[src/rtl/ssc_pkg.sv]
package ssc_pkg;
  localparam int CH_W = 3;

  typedef enum logic [1:0] {
    SWEEP_HIGH6  = 2'b00,
    SWEEP_ALL8   = 2'b01,
    SWEEP_LOW2   = 2'b10,
    SWEEP_SINGLE = 2'b11
  } sweep_e;

  typedef struct packed {
    logic            cal;
    logic [1:0]      pol;
    sweep_e          sweep;
    logic [CH_W-1:0] chsel;
    logic [1:0]      mode;
    logic            run;
  } cmd_t;

  function automatic logic [CH_W-1:0] sweep_first(sweep_e s, logic [CH_W-1:0] sel);
    case (s)
      SWEEP_HIGH6:  sweep_first = CH_W'(2);
      SWEEP_SINGLE: sweep_first = sel;
      default:      sweep_first = '0;
    endcase
  endfunction

  function automatic logic [CH_W-1:0] sweep_last(sweep_e s, logic [CH_W-1:0] sel);
    case (s)
      SWEEP_LOW2:   sweep_last = CH_W'(1);
      SWEEP_SINGLE: sweep_last = sel;
      default:      sweep_last = '1;
    endcase
  endfunction
endpackage

[src/rtl/ssc_cmd_reg.sv]
module ssc_cmd_reg
  import ssc_pkg::*;
(
  input  logic        clk,
  input  logic        rst_n,
  input  logic        wr_en,
  input  logic [12:0] wfield,
  input  logic        run_clr,
  output cmd_t        cmd,
  output logic        stop_req
);
  always_ff @(posedge clk or negedge rst_n) begin
    if (!rst_n) begin
      cmd      <= '0;
      stop_req <= 1'b0;
    end else if (run_clr) begin
      cmd.run  <= 1'b0;
      stop_req <= 1'b0;
    end else if (wr_en) begin
      if (!cmd.run) begin
        cmd.run   <= wfield[0];
        cmd.mode  <= wfield[2:1];
        cmd.chsel <= wfield[6:4];
        cmd.sweep <= sweep_e'(wfield[9:8]);
        cmd.pol   <= wfield[11:10];
        cmd.cal   <= wfield[12];
      end else if (!wfield[0]) begin
        stop_req <= 1'b1;
      end
    end
  end
endmodule

[src/rtl/ssc_sequencer.sv]
module ssc_sequencer
  import ssc_pkg::*;
(
  input  logic            clk,
  input  logic            rst_n,
  input  cmd_t            cmd,
  input  logic            stop_req,
  input  logic            conv_done,
  output logic            conv_start,
  output logic [CH_W-1:0] conv_chan,
  output logic            run_clr,
  output logic            busy,
  output logic            store_en
);
  typedef enum logic [1:0] {ST_IDLE, ST_START, ST_WAIT} state_e;

  state_e          state_q, state_d;
  logic [CH_W-1:0] chan_q, chan_d;
  logic [CH_W-1:0] first_ch, last_ch;
  logic            mode_bad, one_pass;

  assign first_ch = sweep_first(cmd.sweep, cmd.chsel);
  assign last_ch  = sweep_last(cmd.sweep, cmd.chsel);
  assign mode_bad = cmd.mode[1];
  assign one_pass = (cmd.mode == 2'b00);

  always_comb begin
    state_d  = state_q;
    chan_d   = chan_q;
    run_clr  = 1'b0;
    store_en = 1'b0;
    case (state_q)
      ST_IDLE: begin
        if (cmd.run) begin
          if (mode_bad) begin
            run_clr = 1'b1;
          end else begin
            chan_d  = first_ch;
            state_d = ST_START;
          end
        end
      end
      ST_START: state_d = ST_WAIT;
      ST_WAIT: begin
        if (conv_done) begin
          store_en = 1'b1;
          if (stop_req || (chan_q == last_ch && one_pass)) begin
            run_clr = 1'b1;
            state_d = ST_IDLE;
          end else if (chan_q == last_ch) begin
            chan_d  = first_ch;
            state_d = ST_START;
          end else begin
            chan_d  = chan_q + 1'b1;
            state_d = ST_START;
          end
        end
      end
      default: state_d = ST_IDLE;
    endcase
  end

  always_ff @(posedge clk or negedge rst_n) begin
    if (!rst_n) begin
      state_q <= ST_IDLE;
      chan_q  <= '0;
    end else begin
      state_q <= state_d;
      chan_q  <= chan_d;
    end
  end

  assign conv_start = (state_q == ST_START);
  assign conv_chan  = chan_q;
  assign busy       = (state_q != ST_IDLE);
endmodule

[src/rtl/ssc_results.sv]
module ssc_results #(
  parameter int DATA_W = 12,
  parameter int NUM_CH = 8,
  localparam int IDX_W = $clog2(NUM_CH)
) (
  input  logic              clk,
  input  logic              rst_n,
  input  logic              store_en,
  input  logic [IDX_W-1:0]  store_idx,
  input  logic [DATA_W-1:0] store_val,
  output logic [DATA_W-1:0] res [NUM_CH]
);
  for (genvar g = 0; g < NUM_CH; g++) begin : g_slot
    always_ff @(posedge clk or negedge rst_n) begin
      if (!rst_n)
        res[g] <= '0;
      else if (store_en && store_idx == IDX_W'(g))
        res[g] <= store_val;
    end
  end
endmodule

[src/rtl/sensor_seq_ctrl.sv]
module sensor_seq_ctrl
  import ssc_pkg::*;
#(
  parameter int DATA_W = 12,
  parameter int AW     = 6,
  localparam int NUM_CH   = 1 << CH_W,
  localparam int STAT_IDX = NUM_CH + 1
) (
  input  logic              clk,
  input  logic              rst_n,
  input  logic [AW-1:0]     bus_addr,
  input  logic              bus_we,
  input  logic [31:0]       bus_wdata,
  output logic [31:0]       bus_rdata,
  output logic              conv_start,
  output logic [CH_W-1:0]   conv_chan,
  input  logic              conv_done,
  input  logic [DATA_W-1:0] conv_raw,
  input  logic [DATA_W-1:0] conv_cal
);
  cmd_t              cmd;
  logic              stop_req, run_clr, busy, store_en, cmd_wr;
  logic [DATA_W-1:0] res [NUM_CH];
  logic [DATA_W-1:0] store_val;
  logic [AW-3:0]     word_idx;
  logic [31:0]       cmd_word;
  logic              unused_wbits;

  assign cmd_wr       = bus_we && (bus_addr == '0);
  assign unused_wbits = ^{bus_wdata[31:13], bus_wdata[7], bus_wdata[3]};
  assign store_val    = cmd.cal ? conv_cal : conv_raw;

  ssc_cmd_reg u_cmd (
    .clk(clk), .rst_n(rst_n), .wr_en(cmd_wr), .wfield(bus_wdata[12:0]),
    .run_clr(run_clr), .cmd(cmd), .stop_req(stop_req)
  );

  ssc_sequencer u_seq (
    .clk(clk), .rst_n(rst_n), .cmd(cmd), .stop_req(stop_req),
    .conv_done(conv_done), .conv_start(conv_start), .conv_chan(conv_chan),
    .run_clr(run_clr), .busy(busy), .store_en(store_en)
  );

  ssc_results #(.DATA_W(DATA_W), .NUM_CH(NUM_CH)) u_res (
    .clk(clk), .rst_n(rst_n), .store_en(store_en), .store_idx(conv_chan),
    .store_val(store_val), .res(res)
  );

  assign cmd_word = {19'b0, cmd.cal, cmd.pol, cmd.sweep, 1'b0, cmd.chsel,
                     1'b0, cmd.mode, cmd.run};
  assign word_idx = bus_addr[AW-1:2];

  always_comb begin
    bus_rdata = '0;
    if (bus_addr[1:0] == 2'b00) begin
      if (word_idx == '0)
        bus_rdata = cmd_word;
      else if (word_idx == (AW-2)'(STAT_IDX))
        bus_rdata = {31'b0, busy};
      else if (int'(word_idx) <= NUM_CH)
        bus_rdata = 32'(res[CH_W'(word_idx - 1'b1)]);
    end
  end
endmodule

[config.mk]
export PLATFORM = sky130hd
export DESIGN_NAME = sensor_seq_ctrl
export DESIGN_NICKNAME = d
export VERILOG_FILES = /design/src/rtl/ssc_pkg.sv /design/src/rtl/ssc_cmd_reg.sv /design/src/rtl/ssc_sequencer.sv /design/src/rtl/ssc_results.sv /design/src/rtl/sensor_seq_ctrl.sv
export SDC_FILE = /design/constraint.sdc
export NUM_CORES = 1
export LEC_CHECK = 0
export CORE_ASPECT_RATIO = 0.7
export CORE_MARGIN = 8
export CORE_UTILIZATION = 31
export CTS_CLUSTER_DIAMETER = 200
export DETAILED_ROUTE_END_ITERATION = 12
export HOLD_SLACK_MARGIN = 0.08
export RECOVER_POWER = 25
export SKIP_CTS_REPAIR_TIMING = 1
export SLEW_MARGIN = 30
export SYNTH_ARGS = -nofsm -noshare
export SYNTH_HDL_FRONTEND = slang
export SYNTH_HIERARCHICAL = 1
export SYNTH_SLANG_ARGS = --single-unit
[constraint.sdc]
create_clock -name clk -period 3.1 [get_ports clk]
set_input_delay 0.62 -clock clk [delete_from_list [all_inputs] [get_ports clk]]
set_output_delay 0.62 -clock clk [all_outputs]
set_load 0.05 [all_outputs]
# Yosys cells after proc, flatten, opt, wreduce, memory -nomap -nowiden
# Cells that the tools add are included.
[totals] reg_bits=113 latch_bits=0 mem_bits_rw=0 romBits=0 in_bits=66 out_inout_bits=36 memories=0
[op_classes] addsub=2 mul=0 n_div=0 n_lt_le_gt_ge=2 eq_ne=18 n_shift=0 n_mux=35 bitwise=3 reduce_logical=26
[ops] cell="$mux 12" n=5
[ops] cell="$bmux 12 s3" n=1
[ops] cell="$mux 13" n=2
[ops] cell="$pmux 3 s2" n=3
[ops] cell="$mux 3" n=5
[ops] cell="$mux 1" n=14
[ops] cell="$eq 3x3->1 const B" n=4
[ops] cell="$logic_and 1x1->1" n=10
[ops] cell="$reduce_and 3->1" n=3
[ops] cell="$logic_not 2->1" n=4
[ops] cell="$ne 2x2->1 const B" n=4
[ops] cell="$reduce_bool 2->1" n=4
[ops] cell="$eq 2x2->1 const B" n=3
[ops] cell="$eq 3x2->1 const B" n=2
[ops] cell="$logic_not 6->1" n=1
[ops] cell="$mux 2" n=3
[ops] cell="$pmux 2 s3" n=1
[ops] cell="$reduce_and 5->1" n=1
[ops] cell="$eq 4x4->1 const B" n=1
[ops] cell="$ge 4x4->1 const B" n=1
[ops] cell="$le 4x4->1 const B" n=1
[ops] cell="$logic_not 4->1" n=1
[ops] cell="$not 3->4" n=1
[ops] cell="$add 3x1->3 const B" n=1
[ops] cell="9 further kinds" n=10

# Logic depth before layout (Yosys ltp)
[logic_depth] ltp_word=10 ltp_mapped=11

# By module
# The synthesis kept the hierarchy.
[by_module_without_submodules] mod="ssc_results" n_inst=1 cells_each=208 area_per_inst_um2=3659.8 seq_area_each_um2=2402.3
[by_module_without_submodules] mod="sensor_seq_ctrl" n_inst=1 cells_each=111 area_per_inst_um2=1288.7 seq_area_each_um2=0.0
[by_module_without_submodules] mod="ssc_sequencer" n_inst=1 cells_each=63 area_per_inst_um2=580.6 seq_area_each_um2=125.1
[by_module_without_submodules] mod="ssc_cmd_reg" n_inst=1 cells_each=29 area_per_inst_um2=499.2 seq_area_each_um2=300.3

# Worst setup path after synthesis
# OpenSTA, ideal clock, no wires.
[synth_timing] kind="in2out" start="in bus_addr[2]" end="out bus_rdata[0]" arrival_time_ps=2609 setup_slack_ps=-129 cell_stages=8 path_cell_list="buf_6 -> buf_6 -> inv_1 -> ha_1 -> xor2_2 -> buf_6 -> o211ai_1 -> a31oi_1"
[synth_via] elab_chain_len=9
[synth_lines] element="from (decl)" line="sensor_seq_ctrl.sv:11" source="input logic [AW-1:0] bus_addr,"
[synth_lines] element="$sub 3x1->3" line="sensor_seq_ctrl.sv:61" source="bus_rdata = 32'(res[CH_W'(word_idx - 1'b1)]);"
[synth_lines] element="$not 3->4 (implied by the code)" line="sensor_seq_ctrl.sv:61"
[synth_lines] element="$bmux 12 s3" line="sensor_seq_ctrl.sv:61"
[synth_lines] element="$mux 12 (implied by the code) (2 in a row)" line="sensor_seq_ctrl.sv:61"
[synth_lines] element="$mux 12" line="sensor_seq_ctrl.sv:60" source="else if (int'(word_idx) <= NUM_CH)"
[synth_lines] element="$mux 12" line="sensor_seq_ctrl.sv:58" source="else if (word_idx == (AW-2)'(STAT_IDX))"
[synth_lines] element="$mux 13 (*)" line="sensor_seq_ctrl.sv:56" source="if (word_idx == '0)"
[synth_lines] element="$mux 13 (*)" line="sensor_seq_ctrl.sv:55" source="if (bus_addr[1:0] == 2'b00) begin"
[synth_lines] element="to (decl)" line="sensor_seq_ctrl.sv:14" source="output logic [31:0] bus_rdata,"
# Mark *: on every way between the ends. The rest lies on a longest branch, timed or not. The select of a mux whose other input is x is not followed.

# Worst setup path in the final report
[layout_timing] start="in bus_addr[4]" end="out bus_rdata[9]"
# The elaborated chain is that of the path after synthesis.

==> flow_metrics.tcl <==
set metrics [dict create \
    die_area_mm2 0.0242 \
    avgSynthCellArea_um2 14.7 \
    synth_edf_count 0 \
    synth_cells 411 \
    tightest_slew_ns 2.26 \
    intPower_mw 4.37 \
    clk_pin_slew_worst_paths_ns 0.05 \
    totalWireLength_um 14900 \
    dp_slack_ns -0.0778 \
    synth-seq-area-share_pct 46.9 \
    num_vias 3703 \
    rsz0062_at_grt "no" \
    p_sw_mw 1.93 \
    maxCapViolCount 1 \
    drv_slew 42 \
    grtUsageTotal_pct 12.3 \
    route.detailed.drc 0 \
    synth_top_area_share_pct 46.9 \
    cp.arrival_ns 2.30 \
    grt_start_max_net_pins 74 \
    leakage_nw 3.42 \
    die_y_um 133 \
    placed_cells 742 \
    die_x_um 183 \
    period_share_pct 94.1 \
    grt_overflow_total 0 \
    coreArea_mm2 0.0190 \
    crit_type "in -> out" \
    cp-start-kind "input pin" \
    setup_viol 0 \
    failed_checks "capacitance limit, slew limit" \
    cts_tree "built" \
    p_comb_share_pct 29.7 \
    clockBufferDepth 2 \
    finalPower_mw 6.30 \
    antenna_found_initial 0 \
    post-dp-hpwl_um 10400 \
    setup_ws_ns 0.183 \
    hold_class "reg -> reg" \
    gp_congestion 0.802 \
    path_max_fanout 5 \
    root_buffer "clkbuf_16" \
    ant_nets 0 \
    start_util_pct 31.8 \
    synth_common_cells "dfrtp_1 (113), mux2_2 (108), buf_4 (25)" \
    endpoint "bus_rdata[9]" \
    p_sw_share_pct 30.7 \
    grt_pass1_wl_um 23100 \
    htreeDepth 4 \
    max_slew_margin_pct -50.6 \
    ys_top_cells_by_area "dfrtp_1 (47%), mux2_2 (20%), mux4_2 (7.5%)" \
    end_kind "output pin" \
    synth-seq-cells 113 \
    r2r-start "u_cmd/cmd[6]$_DFFE_PN0P_" \
    wl_per_cell_um 19.3 \
    postLayoutCoreUtil_pct 40.4 \
    drive_gt1_share_pct 46.5 \
    area_growth_pct 27.3 \
    pwr-share-clk_pct 32.3 \
    yosysTopAreaCell "dfrtp_1" \
    insertedDiodeCount 0 \
    fin_worst_skew_ns 0.00974 \
    syn_area_mm2 0.00603 \
    power.density_mw_per_mm2 822 \
    fin_crit_ns 2.92 \
    status "finished, violations left" \
    holdWs_ns 0.499 \
    fin_setup_tns_ns 0 \
    place_area_mm2 0.00700 \
    nNetsFinal 571 \
    hold_viol 0 \
    r2r-end "u_cmd/cmd[5]$_DFFE_PN0P_" \
    clock_latency_ns 0.41 \
    synth.most_common_cell "dfrtp_1" \
    ys.flop_type "dfrtp_1" \
    cts.sinks 113 \
    boundaryPins 102 \
    power_frac_seq_pct 38.0 \
    finalNonFillerCells 776 \
    cts_made_buffers 17 \
    regToRegSetupSlack_ns 0.26 \
    io_buffers 61 \
    num_rows 42 \
    drtPass1Iterations 4 \
    grt_pass1_vias 4092 \
    synthArstFlopShare_pct 100 \
    critPathLaunch "bus_addr[4]" \
    drt_iter0_drc 207 \
    ys_types 55 \
    final_area_mm2 0.00767 \
    ir_drop_mv 0.435 \
    worstRegToRegCells 9 \
    fmax_mhz 343 \
    vias_per_cell 4.77 \
    cp.required_ns 2.48 \
    synth.yosys.warnings 6 \
]
[worst max-delay path, cell delays in order]
cell	delay (ns)
clkdlybuf4s50_1	0.63
xor2_2	0.24
buf_4	0.20
mux2i_1	0.21
buf_4	0.14
o2bb2ai_1	0.06
buf_4	0.19
[layout by cell type (no fill, tap or decap), types with 3 or more instances in the layout]
cell type	instances
inv_6	4
nand2_1	11
and4bb_4	3
nor2b_1	3
buf_12	7
mux4_1	3
buf_4	32
mux2_4	10
nand3_1	3
ha_1	5
a21oi_1	5
mux2i_1	11
clkdlybuf4s50_1	44
mux4_2	21
nand4b_1	3
dfrtp_1	113
nor2_1	9
clkbuf_16	19
o2bb2ai_2	3
clkinvlp_4	5
bufinv_16	3
o211ai_1	3
mux2_2	108
o2bb2ai_1	6
inv_1	9
conb_1	19
and2_1	4
a21o_1	3
[worst min-delay path by stage]
stage,start,endpoint,slack [ns],depth (start not counted)
global route,u_res/res[93]$_DFFE_PN0P_,u_res/res[93]$_DFFE_PN0P_,0.51,1
finish,u_res/res[93]$_DFFE_PN0P_,u_res/res[93]$_DFFE_PN0P_,0.50,1
floorplan,rst_n,u_cmd/cmd[0]$_DFFE_PN0P_,0.32,0
detailed placement,u_res/res[25]$_DFFE_PN0P_,u_res/res[25]$_DFFE_PN0P_,0.49,1
CTS,rst_n,u_cmd/cmd[10]$_DFFE_PN0P_,0.21,1
global placement,u_res/res[25]$_DFFE_PN0P_,u_res/res[25]$_DFFE_PN0P_,0.48,1
[layout make-up]
class | instances | area, um^2
Timing Repair Buffer | 90 | 913
Inverter | 10 | 37.5
Sequential cell | 113 | 2830
Multi-Input combinational cell | 267 | 2940
Tap cell | 264 | 330
Clock buffer | 18 | 439
Clock inverter | 14 | 180
Fill cell | 1736 | 11300
[layer usage]
metal | wire length [um] | up-vias | global-route usage (%)
li1 | - | 1688 | -
met1 | 7060 | 1916 | 16.3
met2 | 6920 | 83 | 19.5
met3 | 795 | 16 | 2.84
met4 | 170 | 0 | 4.13
met5 | 0 | - | 0
[power by group through the flow]
stage               Sequential, mW  Clock, mW  Combinational [mW]
finish                        2.40       2.03                1.87
CTS                           2.40       2.06                1.87
global route                  2.48       2.13                2.00
detailed placement            2.42          0                1.86
floorplan                     2.37          0                1.34
global placement              2.36          0                1.80
[cells by family after synthesis]
group,synth area share [%]
other,0.0622
xor gates and xnor gates,0.561
AOI/OAI and AO/OA,5.27
DFF,46.9
buffers and inverters,6.06
muxes,33.7
adders and majority gates,1.25
and+or+nand+nor,6.19
[sequential cells by signal, indices dropped and copies added, names as in the netlist]
| signal | flops |
|---|---|
| u_cmd/stop_req | 1 |
| u_seq/conv_chan | 3 |
| u_cmd/cmd | 11 |
| u_seq/state_q | 2 |
| u_res/res | 96 |
Note: power is estimated with default switching activity, not from simulation.
